===== src/rtl/cbp_pkg.sv =====
package cbp_pkg;
  typedef struct packed {
    logic wr_n;
    logic sa_n;
    logic sb_n;
    logic sc;
  } bus_ctl_t;

  localparam bus_ctl_t BUS_IDLE = '{wr_n: 1'b1, sa_n: 1'b1, sb_n: 1'b1, sc: 1'b0};
endpackage


===== src/rtl/cbp_wr_decode.sv =====
module cbp_wr_decode
  import cbp_pkg::*;
#(
  parameter int DATA_W   = 8,
  parameter int SYNC_LEN = 2
) (
  input  logic              clk,
  input  logic              rst_n,
  input  bus_ctl_t          ctl_raw,
  input  logic [DATA_W-1:0] wdata,
  output logic              accept,
  output logic [DATA_W-1:0] byte_q
);
  bus_ctl_t sync_q [SYNC_LEN];
  bus_ctl_t s;
  logic     prev_wr_n;
  logic     armed;
  logic     sel_now;

  generate
    for (genvar i = 0; i < SYNC_LEN; i++) begin : g_sync
      always_ff @(posedge clk or negedge rst_n) begin
        if (!rst_n) sync_q[i] <= BUS_IDLE;
        else if (i == 0) sync_q[i] <= ctl_raw;
        else sync_q[i] <= sync_q[i-1];
      end
    end
  endgenerate

  assign s       = sync_q[SYNC_LEN-1];
  assign sel_now = !s.wr_n && !s.sa_n && !s.sb_n && s.sc;

  always_ff @(posedge clk or negedge rst_n) begin
    if (!rst_n) begin
      prev_wr_n <= 1'b1;
      armed     <= 1'b0;
      accept    <= 1'b0;
      byte_q    <= '0;
    end else begin
      prev_wr_n <= s.wr_n;
      accept    <= s.wr_n && !prev_wr_n && armed;
      if (sel_now) begin
        armed  <= 1'b1;
        byte_q <= wdata;
      end else if (s.wr_n) begin
        armed  <= 1'b0;
      end
    end
  end

  // one acceptance per strobe: never two in a row
  p_single_accept_r2: assert property (@(posedge clk) disable iff (!rst_n)
    accept |=> !accept);
endmodule


===== src/rtl/cbp_tick_gen.sv =====
module cbp_tick_gen #(
  parameter int CCLK_HALF = 2
) (
  input  logic clk,
  input  logic rst_n,
  input  logic en,
  output logic tick
);
  localparam int CW = (CCLK_HALF > 1) ? $clog2(CCLK_HALF) : 1;
  localparam logic [CW-1:0] LAST = CW'(CCLK_HALF - 1);

  logic [CW-1:0] cnt;

  always_ff @(posedge clk or negedge rst_n) begin
    if (!rst_n) cnt <= '0;
    else if (!en || cnt == LAST) cnt <= '0;
    else cnt <= cnt + 1'b1;
  end

  assign tick = en && (cnt == LAST);
endmodule


===== src/rtl/cbp_shifter.sv =====
module cbp_shifter #(
  parameter int DATA_W = 8
) (
  input  logic              clk,
  input  logic              rst_n,
  input  logic              load,
  input  logic [DATA_W-1:0] load_data,
  input  logic              tick,
  output logic              busy,
  output logic              cclk,
  output logic              sdo
);
  localparam int BW = (DATA_W > 1) ? $clog2(DATA_W) : 1;
  localparam logic [BW-1:0] LAST_BIT = BW'(DATA_W - 1);

  logic [DATA_W-1:0] sh;
  logic [BW-1:0]     bits;

  always_ff @(posedge clk or negedge rst_n) begin
    if (!rst_n) begin
      busy <= 1'b0;
      cclk <= 1'b0;
      sh   <= '0;
      bits <= '0;
    end else if (load && !busy) begin
      busy <= 1'b1;
      cclk <= 1'b0;
      sh   <= load_data;
      bits <= '0;
    end else if (busy && tick) begin
      if (!cclk) begin
        cclk <= 1'b1;
      end else begin
        cclk <= 1'b0;
        if (bits == LAST_BIT) begin
          busy <= 1'b0;
        end else begin
          sh   <= sh << 1;
          bits <= bits + 1'b1;
        end
      end
    end
  end

  assign sdo = busy ? sh[DATA_W-1] : 1'b1;

  p_idle_lines_r5: assert property (@(posedge clk) disable iff (!rst_n)
    !busy |-> (!cclk && sdo));
  p_load_goes_busy_r4: assert property (@(posedge clk) disable iff (!rst_n)
    (load && !busy) |=> busy);
  p_busy_write_ignored_r6: assert property (@(posedge clk) disable iff (!rst_n)
    (load && busy && !tick) |=> $stable(sh) && $stable(bits));
  p_sdo_steady_high_r7: assert property (@(posedge clk) disable iff (!rst_n)
    (cclk && $past(cclk)) |-> $stable(sdo));
endmodule


===== src/rtl/cfg_byte_port.sv =====
module cfg_byte_port
  import cbp_pkg::*;
#(
  parameter int DATA_W    = 8,
  parameter int CCLK_HALF = 2,
  parameter int SYNC_LEN  = 2
) (
  input  logic              clk,
  input  logic              rst_n,
  input  logic              wr_n,
  input  logic              sel_a_n,
  input  logic              sel_b_n,
  input  logic              sel_c,
  input  logic [DATA_W-1:0] wdata,
  output logic              ready,
  output logic              cclk,
  output logic              sdo
);
  bus_ctl_t          ctl_raw;
  logic              accept;
  logic [DATA_W-1:0] byte_q;
  logic              busy;
  logic              tick;

  assign ctl_raw = '{wr_n: wr_n, sa_n: sel_a_n, sb_n: sel_b_n, sc: sel_c};

  cbp_wr_decode #(.DATA_W(DATA_W), .SYNC_LEN(SYNC_LEN)) u_dec (
    .clk(clk), .rst_n(rst_n), .ctl_raw(ctl_raw), .wdata(wdata),
    .accept(accept), .byte_q(byte_q)
  );

  cbp_tick_gen #(.CCLK_HALF(CCLK_HALF)) u_tick (
    .clk(clk), .rst_n(rst_n), .en(busy), .tick(tick)
  );

  cbp_shifter #(.DATA_W(DATA_W)) u_sh (
    .clk(clk), .rst_n(rst_n), .load(accept), .load_data(byte_q),
    .tick(tick), .busy(busy), .cclk(cclk), .sdo(sdo)
  );

  assign ready = !busy;

  // cclk only moves while a burst is running
  p_cclk_only_busy_r3: assert property (@(posedge clk) disable iff (!rst_n)
    ready |=> (!cclk || !ready));
endmodule


===== config.mk =====
export PLATFORM = sky130hd
export DESIGN_NAME = cfg_byte_port
export DESIGN_NICKNAME = d
export VERILOG_FILES = /design/src/rtl/cbp_pkg.sv /design/src/rtl/cbp_wr_decode.sv /design/src/rtl/cbp_tick_gen.sv /design/src/rtl/cbp_shifter.sv /design/src/rtl/cfg_byte_port.sv
export SDC_FILE = /design/constraint.sdc
export NUM_CORES = 1
export LEC_CHECK = 0
export ABC_AREA = 1
export BUFFER_PORTS_ARGS = -buffer_cell sky130_fd_sc_hd__buf_4
export CAP_MARGIN = 30
export CELL_PAD_IN_SITES_DETAIL_PLACEMENT = 2
export CELL_PAD_IN_SITES_GLOBAL_PLACEMENT = 2
export CORE_MARGIN = 5
export CORE_UTILIZATION = 37
export CTS_CLUSTER_SIZE = 40
export DETAILED_ROUTE_END_ITERATION = 7
export PLACE_DENSITY = 0.89
export SLEW_MARGIN = 20
export SYNTH_ARGS = -nofsm -noshare
export SYNTH_HDL_FRONTEND = slang
export SYNTH_SLANG_ARGS = --single-unit

===== constraint.sdc =====
create_clock -name clk -period 2.2 [get_ports clk]
set_input_delay 0.11 -clock clk [delete_from_list [all_inputs] [get_ports clk]]
set_output_delay 0.11 -clock clk [all_outputs]
set_load 0.02 [all_outputs]

# Word level (Yosys, flattened, before mapping)
# Index checks and enable logic that the tools add are counted.
# word_totals
register_bits	33
latchBits	0
ram_bits	0
rom_bits	0
out_inout_bits	3
word_cells	60
memories	0
# op_classes
add_sub_neg	2
mul	0
div_mod_pow	0
order_cmp	0
n_eq_ne	2
shifts	0
muxes	19
bitwise_logic	0
n_reduce_logical	20
# ops
cell	n
8-bit 2-to-1 mux	4
3-bit 2-to-1 mux	4
1-bit 2-to-1 mux	11
1-bit logical AND	8
2-bit nonzero test	4
3-bit AND reduction	2
1-bit logical NOT	5
3-bit by 1-bit adder with 3-bit output, second input constant	1
3-bit equality test, second input constant	1
2-bit by 1-bit inequality test with 1-bit output, second input constant	1
1-bit adder, second input constant	1
1-bit logical OR	1

# Depth between registers and ports, before layout
# Gate-level depths: netlist of run 1.
# depth
depth_word	5
mapped_depth	7

# Hierarchy
# From an unflattened synthesis of run 1, not the netlist that was laid out.
# hier_totals
hier_cells	148
area_unflattened_um2	1383.8
# by_module_without_submodules
mod	instances	cells_each	area_per_inst_um2	seq_area_each_um2
cbp_shifter	1	91	699.4	325.3
cbp_wr_decode	1	51	638.1	484.2
cbp_tick_gen	1	5	42.5	25.0
cfg_byte_port	1	1	3.8	0.0

# Worst setup path before layout of run 1
# OpenSTA, ideal clock, no wires.
# synth_path
path_kind	flip-flop to flip-flop
startpoint	reg u_sh.bits[0]
endpoint	reg u_sh.sh[1]
setup_time_ns	0.117
arrival_ns	1.201
required_time_ns	2.083
setup_slack_ns	0.881
path_stages_with_launch	8
path_buffers	1
period_less_slack_ns	1.319
cell_sequence	dfrtp_1 -> ha_1 -> ha_1 -> o21ai_2 -> nand2_2 -> buf_6 -> nand2_1 -> nand2_1
# synth_between
elab_chain_len	3
# synth_rtl
item	line_no	source
start: declaration	cbp_shifter.sv:17	logic [BW-1:0] bits;
start signal: assignment	cbp_shifter.sv:39	bits <= bits + 1'b1;
3-bit equality test	cbp_shifter.sv:35	if (bits == LAST_BIT) begin
2-bit by 1-bit inequality test with 1-bit output (no line)	n/a	
3-bit AND reduction (no line)	n/a	
end signal: assignment	cbp_shifter.sv:28	sh <= load_data;
end signal: assignment	cbp_shifter.sv:38	sh <= sh << 1;
end: declaration	cbp_shifter.sv:16	logic [DATA_W-1:0] sh;
# No other way between the ends.
# A chain may end at the register's enable or synchronous reset.

# Worst setup path in the final report of run 1
# layout_path
startpoint	reg u_sh.bits[0]
endpoint	reg u_sh.bits[0]
# layout_between
elab_chain_len	5
elab_cells_between_ends	8
cone_classes	add/sub: 1; eq/ne: 2; mux: 4; reduce/logical: 1
# layout_rtl
item	line_no	source
3-bit by 1-bit adder with 3-bit output	cbp_shifter.sv:39	
3-bit 2-to-1 mux	cbp_shifter.sv:35	
3-bit 2-to-1 mux	cbp_shifter.sv:31	if (!cclk) begin
3-bit 2-to-1 mux	cbp_shifter.sv:30	end else if (busy && tick) begin
3-bit 2-to-1 mux	cbp_shifter.sv:25	end else if (load && !busy) begin
# Parallel ways exist; a longest one is shown, timed or not. The select of a mux whose other input is x is not followed.

==> metrics.log, run 1 <==
INFO  metric ir_worst_vdd = around 0.5 mV
INFO  metric numClockSinks = 33
INFO  metric cts.clk_slew.worst_paths = 0.08 ns
INFO  metric initialDrtViolationCount = 22
INFO  metric maxSlewViolCount = 0
INFO  metric antenna_viol_nets_final = 0
INFO  metric drc = 0
INFO  metric worst_hold_path_type = in2reg
INFO  metric cts_tree = done
INFO  metric maxCapViolCount = 0
INFO  metric num_antenna_cells = 0
INFO  metric power-per-cell-area = around 1200 nW/um2
INFO  metric status = complete, no violations
INFO  metric ys_dominant_reg_cell = sky130_fd_sc_hd__dfrtp_1
INFO  metric setup.worst_path.class = reg2reg
INFO  metric post_cts.repair.setup_buffers = 0
INFO  metric synth_top_cells_by_count = sky130_fd_sc_hd__nand2_1, sky130_fd_sc_hd__dfrtp_1, sky130_fd_sc_hd__nand3_1, sky130_fd_sc_hd__inv_1, sky130_fd_sc_hd__o21ai_0
INFO  metric first_pass_iters = 4
INFO  metric area.growth.synth_to_final = 21.9%
INFO  metric viasPerCell = between 4 and 5
INFO  metric worst_skew = 0.00509 ns
INFO  metric finalWorstPathRequiredPeriod = 1.49 ns
INFO  metric largest_net_degree_at_the_start_of_global_routing = 34
INFO  metric syn_nets = 165
INFO  metric timing.max_slew.rel_slack = 0.706
INFO  metric fmax = approximately 670 MHz
INFO  metric cell_types_with_the_largest_area_share_after_synthesis = sky130_fd_sc_hd__dfrtp_1, sky130_fd_sc_hd__nand2_1, sky130_fd_sc_hd__dfstp_2, sky130_fd_sc_hd__nand3_1, sky130_fd_sc_hd__inv_1
INFO  metric cp-end-kind = register
INFO  metric synth-edff-count = 0
INFO  metric htree_num_levels = 2
INFO  metric start_util = 0.380
INFO  metric crit_path_start_kind = register
INFO  metric path_max_fanout = 11
INFO  metric clock_tree.root_cell = sky130_fd_sc_hd__clkbuf_8
INFO  metric grt_overflow_total = 0
INFO  metric final.setup.worst_slack = 0.710 ns
INFO  metric worstHoldPathCells = 3
INFO  metric timing.critical_path.required = 2.38 ns
INFO  metric detailed_place_hpwl = between 2000 and 2500 um
INFO  metric drive_gt1_frac = 0.225
INFO  metric fin_crit_sh = 0.677
INFO  metric antenna_found_initial = 0
INFO  metric die_area = about 5000 um2
INFO  metric r2r_start = u_sh.bits[0]
INFO  metric core_region_area = between 3000 and 4000 um2
INFO  metric row_count = 22
INFO  metric global_route.usage.total = 0.160
INFO  metric synth.largest_area_cell = sky130_fd_sc_hd__dfrtp_1
INFO  metric yosysTopAreaCellShare = 0.468
INFO  metric yosys.cell_types.count = 21
INFO  metric final_net_count = 188
INFO  metric yosysMostFrequentCell = sky130_fd_sc_hd__nand2_1
INFO  metric first_global_vias = 1256
INFO  metric min_delay_src = wdata[2]
INFO  metric dieWidth = around 70 um
INFO  metric setup_repair_after_global_routing_missed_its_margin = no
INFO  metric synth.yosys.seq_area_share = 0.600
INFO  metric worst-endpoint-arrival = about 1.7 ns
INFO  metric routed_wirelength = 3530 um
INFO  metric synth-warning-count = 0
INFO  metric vias = roughly 1100
INFO  metric avgRoutedWirePerCell = 16.0 um
INFO  metric max-clock-path-buffers = 2
INFO  metric yosys_register_bits = 33
INFO  metric hold_violations = 0
INFO  metric netlist_area = 1390 um2
INFO  metric worst_r2r_path_depth = 6
INFO  metric number_of_instances_in_the_synthesized_netlist = 149
INFO  metric numPortBuffers = 16
INFO  metric leakage_power = 0.887 nW
INFO  metric globalplace.congestion = 0.896
INFO  metric ys_async_sr_fraction = 1.00
INFO  metric post_synth.cell_area_avg = 9.34 um2
INFO  metric timing.final.setup_violations = 0
INFO  metric clk_latency = 0.29 ns
INFO  metric setup.worst_path.start = u_sh.bits[0]
INFO  metric tightestPinTransition = 0.442 ns
INFO  metric io-pin-count = 17
INFO  metric die_h = 71.3 um
INFO  metric nFillCells = roughly 400
INFO  metric tns = 0 ns
INFO  metric tritoncts.num_buffers = 5
INFO  metric dp_slack = around 0.72 ns
INFO  metric global_route_wire_length_before_repair = 6170 um
-- placed cells by master, fill, tap and decap left out --
master,instances
sky130_fd_sc_hd__nand2_1,51
sky130_fd_sc_hd__dfrtp_1,26
sky130_fd_sc_hd__nand3_1,17
sky130_fd_sc_hd__buf_4,17
sky130_fd_sc_hd__inv_1,14
sky130_fd_sc_hd__o21ai_0,9
sky130_fd_sc_hd__nor2_1,8
sky130_fd_sc_hd__dfstp_2,7
sky130_fd_sc_hd__clkbuf_8,5
sky130_fd_sc_hd__dlygate4sd3_1,5
sky130_fd_sc_hd__ha_1,2
sky130_fd_sc_hd__inv_2,1
sky130_fd_sc_hd__or2_2,1
sky130_fd_sc_hd__nand2_8,1
sky130_fd_sc_hd__nand2_4,1
sky130_fd_sc_hd__o21ai_2,1
sky130_fd_sc_hd__nand2_2,1
sky130_fd_sc_hd__nand3b_2,1
sky130_fd_sc_hd__a21oi_1,1
sky130_fd_sc_hd__nand3b_1,1
sky130_fd_sc_hd__clkinvlp_4,1
sky130_fd_sc_hd__clkinv_4,1
sky130_fd_sc_hd__bufinv_16,1
-- power breakdown --
part	total, mW	leakage, nW	switching, mW	internal [mW]
sequential	0.849	0.403	0.100	0.749
combinational	0.575	0.430	0.366	0.209
clock	0.587	0.0543	0.248	0.339
-- critical path, cell delays in order (launching register included) --
cell,delay (ns)
sky130_fd_sc_hd__dfrtp_1,0.41
sky130_fd_sc_hd__ha_1,0.21
sky130_fd_sc_hd__ha_1,0.21
sky130_fd_sc_hd__o21ai_2,0.17
sky130_fd_sc_hd__nand2_2,0.17
sky130_fd_sc_hd__nand2_1,0.12
sky130_fd_sc_hd__nand2_1,0.07
-- repair_timing --
action / CTS / global route
hold endpoints to repair: 30 / 0
hold buffers: 5 / 0
gates resized for setup: 0 / 0
-- state kept, by name, indices dropped and copies added, names as in the netlist --
signal / cells
u_sh.busy: 1
u_dec.sync_q: 4
u_sh.bits: 3
u_dec.byte_q: 8
u_dec.s: 4
u_dec.accept: 1
u_tick.cnt: 1
u_dec.prev_wr_n: 1
u_sh.sh: 8
u_sh.cclk: 1
u_dec.armed: 1
-- cell families (layout without fill, tap and decap cells) --
group	Yosys count	after routing	share of synthesized area
flops	33	33	0.600
compound gates	11	11	0.0423
fa+ha+maj	2	2	0.0180
buf+inv	21	45	0.0746
simple gates	82	82	0.265
-- final timing paths --
| path | to | slack, ns |
|---|---|---|
| worst max-delay path | u_sh.bits[0] | 0.71 |
| worst min-delay path | u_dec.byte_q[2] | 0.08 |
| worst max register to register | u_sh.bits[0] | 0.71 |
| worst min register to register | u_dec.s[0] | 0.36 |
| max in group asynchronous | u_dec.sync_q[5] | 1.56 |
| min in group asynchronous | u_sh.bits[0] | 0.30 |
-- per-stage QoR --
step,power [mW],utilization,instances,area [um2],hold slack (ns)
global placement,1.37,0.418,208,1530,0.0674
finish,2.01,0.463,221,1700,0.0800
CTS,2.04,0.463,221,1700,0.0725
global route,2.15,0.463,221,1700,0.0676
detailed placement,1.43,0.418,208,1530,0.0785
floorplan,1.25,-,149,1390,-0.186
-- per-layer routing --
metal  GRT usage  part of all wire  vias to the layer above
li1            -                 -                      508
met3      0.0505             0.039                        7
met1       0.176              0.42                      528
met2       0.286              0.52                       19
met5           0                 0                        -
met4      0.0626             0.018                        0
-- layout make-up --
| cell class | count | area, um2 | area share |
|---|---|---|---|
| Clock buffer | 5 | 68.8 | 0.0406 |
| Clock inverter | 3 | 46.3 | 0.0273 |
| Inverter | 15 | 56.3 | 0.0332 |
| Multi-Input combinational cell | 95 | 453 | 0.267 |
| Sequential cell | 33 | 835 | 0.492 |
| Tap cell | 48 | 60.1 | 0.0354 |
| Timing Repair Buffer | 22 | 178 | 0.105 |
(Power assumes the default switching activity.)
==> inputs of run 2 (changes only) <==
--- a/config.mk
+++ b/config.mk
@@ -11,10 +11,10 @@
 export CELL_PAD_IN_SITES_DETAIL_PLACEMENT = 2
 export CELL_PAD_IN_SITES_GLOBAL_PLACEMENT = 2
 export CORE_MARGIN = 5
-export CORE_UTILIZATION = 37
+export CORE_UTILIZATION = 35
 export CTS_CLUSTER_SIZE = 40
 export DETAILED_ROUTE_END_ITERATION = 7
-export PLACE_DENSITY = 0.89
+export PLACE_DENSITY = 0.85
 export SLEW_MARGIN = 20
 export SYNTH_ARGS = -nofsm -noshare
 export SYNTH_HDL_FRONTEND = slang
==> constraint.sdc (replaced) <==
create_clock -name clk -period 1.45 [get_ports clk]
set_input_delay 0.0725 -clock clk [delete_from_list [all_inputs] [get_ports clk]]
set_output_delay 0.0725 -clock clk [all_outputs]
set_load 0.02 [all_outputs]
==> metrics.log, run 2 (same netlist as run 1, synthesis figures left out) <==
INFO  metric cts.clk_slew.worst_paths = 0.07 ns (was 0.08 ns)
INFO  metric htree_num_levels = 2 (unchanged)
INFO  metric start_util = 0.355 (was 0.380)
INFO  metric antenna_found_initial = 0 (unchanged)
INFO  metric setup.worst_path.class = reg2reg (unchanged)
INFO  metric worst_skew = 0.00793 ns (was 0.00509 ns)
INFO  metric row_count = 23 (was 22)
INFO  metric most_frequent_cells_in_the_layout = sky130_fd_sc_hd__nand2_1, sky130_fd_sc_hd__dfrtp_1, sky130_fd_sc_hd__buf_4, sky130_fd_sc_hd__nand3_1, sky130_fd_sc_hd__inv_1 (was sky130_fd_sc_hd__nand2_1, sky130_fd_sc_hd__dfrtp_1, sky130_fd_sc_hd__nand3_1, sky130_fd_sc_hd__buf_4, sky130_fd_sc_hd__inv_1)
INFO  metric violations_in_the_final_reports = setup timing
INFO  metric first_pass_iters = 4 (unchanged)
INFO  metric fin_crit_sh = 1.01 (was 0.677)
INFO  metric fin_area = 1790 um2 (was 1700 um2)
INFO  metric worstReg2RegEnd = u_sh.bits[0] (unchanged)
INFO  metric final.setup.worst_slack = -0.0167 ns (was 0.710 ns)
INFO  metric clk_latency = 0.29 ns (about the same)
INFO  metric globalplace.congestion = 0.725 (was 0.896)
INFO  metric worst-endpoint-arrival = 1.65 ns (was 1.67 ns)
INFO  metric num_antenna_cells = 0 (unchanged)
INFO  metric numClockSinks = 33 (unchanged)
INFO  metric die_h = 73.1 um (was 71.3 um)
INFO  metric nFillCells = 441 (was 406)
INFO  metric final_net_count = 194 (was 188)
INFO  metric io-pin-count = 17 (unchanged)
INFO  metric leakage_power = 0.923 nW (was 0.887 nW)
INFO  metric worstHoldPathCells = 3 (unchanged)
INFO  metric timing.final.setup_violations = 3 (was 0)
INFO  metric min_delay_src = wdata[3] (was wdata[2])
INFO  metric vias = 1072 (was 1062)
INFO  metric core_region_area = 3910 um2 (was 3660 um2)
INFO  metric timing.critical_path.required = 1.63 ns (was 2.38 ns)
INFO  metric die_area = 5340 um2 (was 5090 um2)
INFO  metric timing.max_slew.rel_slack = 0.720 (was 0.706)
INFO  metric drive_gt1_frac = 0.268 (was 0.225)
INFO  metric hold_path_end = u_dec.byte_q[3] (was u_dec.byte_q[2])
INFO  metric largest_registers = u_dec.byte_q (8), u_sh.sh (8) (unchanged)
INFO  metric power-per-cell-area = 1830 nW/um2 (was 1190 nW/um2)
INFO  metric ir_worst_vdd = 0.519 mV (was 0.498 mV)
INFO  metric tns = -0.0203 ns (was 0 ns)
INFO  metric initialDrtViolationCount = 20 (was 22)
INFO  metric status = finished, violations left (was complete, no violations)
INFO  metric global_route_wire_length_before_repair = 5730 um (was 6170 um)
INFO  metric layout.cells.most_common = sky130_fd_sc_hd__nand2_1 (unchanged)
INFO  metric numPortBuffers = 16 (unchanged)
INFO  metric worst_r2r_path_depth = 6 (unchanged)
INFO  metric area_after_dpl = 1560 um2 (was 1530 um2)
INFO  metric hold_violations = 0 (unchanged)
INFO  metric cp-end-kind = register (unchanged)
INFO  metric viasPerCell = 4.68 (was 4.81)
INFO  metric detailed_place_hpwl = 2210 um (was 2490 um)
INFO  metric max-clock-path-buffers = 2 (unchanged)
INFO  metric drc = 0 (unchanged)
INFO  metric avgRoutedWirePerCell = 15.2 um (was 16.0 um)
INFO  metric global_route.usage.total = 0.144 (was 0.160)
INFO  metric r2r_start = u_sh.bits[0] (unchanged)
INFO  metric timing.reg2reg.setup_slack = -0.02 ns (was 0.71 ns)
INFO  metric area.growth.synth_to_final = 28.5% (was 21.9%)
INFO  metric largest_net_degree_at_the_start_of_global_routing = 34 (unchanged)
INFO  metric first_global_vias = 1240 (was 1256)
INFO  metric grt_overflow_total = 0 (unchanged)
INFO  metric maxCapViolCount = 0 (unchanged)
INFO  metric cts_tree = done (unchanged)
INFO  metric path_max_fanout = 5 (was 11)
INFO  metric fmax = 682 MHz (was 671 MHz)
INFO  metric antenna_viol_nets_final = 0 (unchanged)
INFO  metric tritoncts.num_buffers = 5 (unchanged)
INFO  metric routed_wirelength = 3490 um (was 3530 um)
INFO  metric clock_tree.root_cell = sky130_fd_sc_hd__clkbuf_8 (unchanged)
INFO  metric crit_path_start_kind = register (unchanged)
INFO  metric worst_hold_path_type = in2reg (unchanged)
INFO  metric finalWorstPathRequiredPeriod = 1.47 ns (was 1.49 ns)
INFO  metric maxSlewViolCount = 0 (unchanged)
INFO  metric dieWidth = 73.1 um (was 71.3 um)
INFO  metric tightestPinTransition = 0.420 ns (was 0.442 ns)
[run 2: changes by cell type in the layout (fill, tap and decap cells not counted), sizes merged]
cell and delta:
buf +5, clkinv -1, nand2 +1, clkbuf +1
[run 2: metal layers]
metal / track usage / share of wire / up-vias
li1: - / - / 522
met1: 0.164 / 0.43 / 524
met2: 0.245 / 0.51 / 19
met3: 0.0399 / 0.036 / 7
met4: 0.0676 / 0.019 / 0
met5: 0 / 0 / -
[run 2: worst max path at each step]
stage                            start            to  slack [ns]  cells past startpoint
after floorplan           u_sh.bits[0]    u_sh.sh[1]        0.13                      7
after global placement    u_sh.bits[0]    u_sh.sh[6]        0.09                      6
after detailed placement  u_sh.bits[0]  u_sh.bits[2]        0.01                      6
after CTS                 u_sh.bits[0]    u_sh.sh[6]       0.003                      6
after global routing      u_sh.bits[0]  u_sh.bits[0]       -0.10                      6
final                     u_sh.bits[0]  u_sh.bits[0]       -0.02                      6
[run 2: what timing repair did]
action | CTS | global route
pin swaps | 1 | 3
resized for setup | 2 | 7
setup buffers | 1 | 1
hold endpoints to repair | 30 | 0
gates cloned | 0 | 2
setup endpoints to repair | 2 | 12
hold buffers | 5 | 0
[run 2: power breakdown]
group | internal, mW | leakage [nW] | switching [mW]
clock | 0.559 | 0.0574 | 0.355
sequential | 1.14 | 0.403 | 0.129
combinational | 0.436 | 0.463 | 0.662
[run 2: metrics by stage]
| stage | power (mW) | hold slack (ns) | utilization | worst slack [ns] | cells |
|---|---|---|---|---|---|
| global placement | 2.11 | 0.0364 | 0.398 | 0.0906 | 213 |
| finish | 3.28 | 0.0412 | 0.457 | -0.0167 | 229 |
| CTS | 3.19 | 0.0348 | 0.445 | 0.00273 | 227 |
| floorplan | 1.90 | -0.223 | - | 0.131 | 149 |
| detailed placement | 2.20 | 0.0434 | 0.398 | 0.0120 | 213 |
| global route | 3.50 | 0.0446 | 0.457 | -0.101 | 229 |
[run 2: cell type report]
| type | instances | area, um2 | share of cell area |
|---|---|---|---|
| well taps | 50 | 62.6 | 0.0350 |
| repair buffers | 27 | 223 | 0.125 |
| clock inverters | 2 | 37.5 | 0.0210 |
| flip-flops and latches | 33 | 835 | 0.467 |
| multi-input cells | 96 | 492 | 0.275 |
| inverters | 15 | 56.3 | 0.0315 |
| clock buffers | 6 | 82.6 | 0.0462 |
[run 2: worst max-delay path, cell delays in order, from the launching register on]
cell,delay [ns]
sky130_fd_sc_hd__dfrtp_1,0.40
sky130_fd_sc_hd__ha_2,0.21
sky130_fd_sc_hd__ha_4,0.17
sky130_fd_sc_hd__o21ai_4,0.27
sky130_fd_sc_hd__nand2_2,0.15
sky130_fd_sc_hd__nand2_1,0.11
sky130_fd_sc_hd__nand2_1,0.05
==> inputs of run 3 (changes only) <==
--- a/config.mk
+++ b/config.mk
@@ -15,6 +15,7 @@
 export CTS_CLUSTER_SIZE = 40
 export DETAILED_ROUTE_END_ITERATION = 7
 export PLACE_DENSITY = 0.85
+export SETUP_SLACK_MARGIN = 0.3
 export SLEW_MARGIN = 20
 export SYNTH_ARGS = -nofsm -noshare
 export SYNTH_HDL_FRONTEND = slang
==> metrics.log, run 3 (same netlist as run 1, synthesis figures left out) <==
INFO  metric initialDrtViolationCount = 30 (was 20)
INFO  metric vias = 1098 (was 1072)
INFO  metric drc = 0 (unchanged)
INFO  metric globalRouteMet1Util = 0.173 (was 0.164)
INFO  metric die_h = 73.1 um (unchanged)
INFO  metric numPortBuffers = 16 (unchanged)
INFO  metric clock_tree.root_cell = sky130_fd_sc_hd__clkbuf_8 (unchanged)
INFO  metric hold-worst-slack = 0.0279 ns (was 0.0412 ns)
INFO  metric first_global_vias = 1282 (was 1240)
INFO  metric die_area = 5340 um2 (unchanged)
INFO  metric dieWidth = 73.1 um (unchanged)
INFO  metric worstHoldPathCells = 3 (unchanged)
INFO  metric hold_violations = 0 (unchanged)
INFO  metric maxCapViolCount = 0 (unchanged)
INFO  metric final.setup.worst_slack = 0.102 ns (was -0.0167 ns)
INFO  metric htree_num_levels = 2 (unchanged)
INFO  metric status = complete, no violations (was finished, violations left)
INFO  metric tritoncts.num_buffers = 5 (unchanged)
INFO  metric global_route.usage.total = 0.153 (was 0.144)
INFO  metric io-pin-count = 17 (unchanged)
INFO  metric ff_latch_area = 835 um2 (unchanged)
INFO  metric r2r_start = u_sh.bits[1] (was u_sh.bits[0])
INFO  metric num_antenna_cells = 0 (unchanged)
INFO  metric utilization_after_layout = 0.463 (was 0.457)
INFO  metric row_count = 23 (unchanged)
INFO  metric largest_net_degree_at_the_start_of_global_routing = 34 (unchanged)
INFO  metric crit_path_start_kind = register (unchanged)
INFO  metric critical_path_s_top_delay_family = flip-flops (unchanged)
INFO  metric worst_skew = 0.00679 ns (was 0.00793 ns)
INFO  metric cp.buffers_inverters = 1 (was 0)
INFO  metric antenna_viol_nets_final = 0 (unchanged)
INFO  metric maxSlewViolCount = 0 (unchanged)
INFO  metric leakage_power = 0.945 nW (was 0.923 nW)
INFO  metric critical_path_depth = 6 (unchanged)
INFO  metric finalWorstPathRequiredPeriod = 1.35 ns (was 1.47 ns)
INFO  metric dp_slack = 0.0443 ns (was 0.0120 ns)
INFO  metric setup.worst_path.start = u_sh.bits[1] (was u_sh.bits[0])
INFO  metric cts_tree = done (unchanged)
INFO  metric core_region_area = 3910 um2 (unchanged)
INFO  metric area.growth.synth_to_final = 30.1% (was 28.5%)
INFO  metric fmax = 742 MHz (was 682 MHz)
INFO  metric numClockSinks = 33 (unchanged)
INFO  metric timing.final.setup_violations = 0 (was 3)
INFO  metric groute.layer.met2.usage = 0.269 (was 0.245)
INFO  metric grt_overflow_total = 0 (unchanged)
INFO  metric tightestPinTransition = 0.424 ns (was 0.420 ns)
INFO  metric timing.max_slew.rel_slack = 0.717 (was 0.720)
INFO  metric worst_r2r_path_depth = 6 (unchanged)
INFO  metric grtUsageMet3 = 0.0399 (unchanged)
INFO  metric worst-endpoint-arrival = 1.58 ns (was 1.65 ns)
INFO  metric viasPerCell = 4.75 (was 4.68)
INFO  metric first_pass_iters = 4 (unchanged)
INFO  metric cp_cell_sequence = ha_2, ha_4, o21ai_4, buf_6, nand3_1, nand2_1 (was ha_2, ha_4, o21ai_4, nand2_2, nand2_1, nand2_1)
INFO  metric nFillCells = 438 (was 441)
INFO  metric layout.cells.most_common = sky130_fd_sc_hd__nand2_1 (unchanged)
INFO  metric final_net_count = 196 (was 194)
INFO  metric multi_input_gate_area = 494 um2 (was 492 um2)
INFO  metric most_frequent_cells_in_the_layout = sky130_fd_sc_hd__nand2_1, sky130_fd_sc_hd__dfrtp_1, sky130_fd_sc_hd__buf_4, sky130_fd_sc_hd__nand3_1, sky130_fd_sc_hd__inv_1 (unchanged)
INFO  metric start_util = 0.355 (unchanged)
INFO  metric path_max_fanout = 10 (was 5)
INFO  metric cts.clk_slew.worst_paths = 0.08 ns (was 0.07 ns)
INFO  metric tns = 0 ns (was -0.0203 ns)
INFO  metric cp_slowest_cell = sky130_fd_sc_hd__dfrtp_1 (unchanged)
INFO  metric clk_latency = 0.29 ns (about the same)
INFO  metric drive_gt1_frac = 0.276 (was 0.268)
INFO  metric avgRoutedWirePerCell = 14.9 um (was 15.2 um)
INFO  metric setup.worst_path.class = reg2reg (unchanged)
INFO  metric global_route_wire_length_before_repair = 6020 um (was 5730 um)
INFO  metric power-per-cell-area = 1800 nW/um2 (was 1830 nW/um2)
INFO  metric min_delay_src = wdata[6] (was wdata[3])
INFO  metric cp-end-kind = register (unchanged)
INFO  metric worst_hold_path_type = in2reg (unchanged)
INFO  metric largest_registers = u_dec.byte_q (8), u_sh.sh (8) (unchanged)
INFO  metric fin_crit_sh = 0.930 (was 1.01)
INFO  metric globalplace.congestion = 0.700 (was 0.725)
INFO  metric setup_repair_after_global_routing_missed_its_margin = yes
INFO  metric timing.critical_path.required = 1.68 ns (was 1.63 ns)
INFO  metric detailed_place_hpwl = 2390 um (was 2210 um)
INFO  metric routed_wirelength = 3440 um (was 3490 um)
INFO  metric gr-max-usage-layer = met2 (unchanged)
INFO  metric antenna_found_initial = 0 (unchanged)
INFO  metric timing.critical_path.slowest_cell_delay = 0.39 ns (was 0.40 ns)
INFO  metric ir_worst_vdd = 0.850 mV (was 0.519 mV)
INFO  metric max-clock-path-buffers = 2 (unchanged)
INFO  metric post-layout-total-power = 3.25 mW (was 3.28 mW)
-- run 3: changes by cell type in the layout (fill, tap and decap cells not counted), sizes merged --
| cell | previous run | this run |
|---|---|---|
| buf | 22 | 25 |
| nand2 | 55 | 54 |
| clkinv | 0 | 1 |
| clkbuf | 6 | 5 |
-- run 3: path summary, 6_finish.rpt --
path	slack, ns	endpoint
worst min register to register	0.36	u_dec.s[2]
min in group asynchronous	0.26	u_sh.busy
worst max-delay path	0.10	u_sh.sh[1]
worst max register to register	0.10	u_sh.sh[1]
worst min-delay path	0.03	u_dec.byte_q[6]
max in group asynchronous	0.85	u_dec.prev_wr_n
-- run 3: layer usage --
layer | part of all wire | up-vias
met3 | 0.033 | 6
met4 | 0.015 | 0
li1 | - | 524
met5 | 0 | -
met2 | 0.52 | 23
met1 | 0.43 | 545
-- run 3: cell type report --
cell class,count,share of cell area
Sequential cell,33,0.461
Multi-Input combinational cell,95,0.273
Timing Repair Buffer,30,0.135
Clock buffer,5,0.0380
Tap cell,50,0.0346
Inverter,15,0.0325
Clock inverter,3,0.0256
-- run 3: worst min-delay path, delay by kind of cell --
family                 cells  cell delay (ns)
buffers and inverters      2             0.15
AOI/OAI and AO/OA          1             0.06
-- run 3: through the flow --
step | std cells | cell area [um2]
floorplan | 149 | 1410
global placement | 213 | 1570
global route | 231 | 1810
finish | 231 | 1810
CTS | 230 | 1800
detailed placement | 213 | 1570
-- run 3: power breakdown --
part	internal [mW]	total, mW	switching (mW)
Sequential	1.14	1.27	0.135
Combinational	0.471	1.09	0.620
Clock	0.514	0.890	0.375
Total	2.12	3.25	1.13
-- run 3: timing repair --
action	in CTS	in global routing
setup buffers	4	1
gates resized for setup	8	1
pin swaps	1	1
setup endpoints to repair	15	14
endpoints found under the hold margin	30	0
hold buffers	5	0
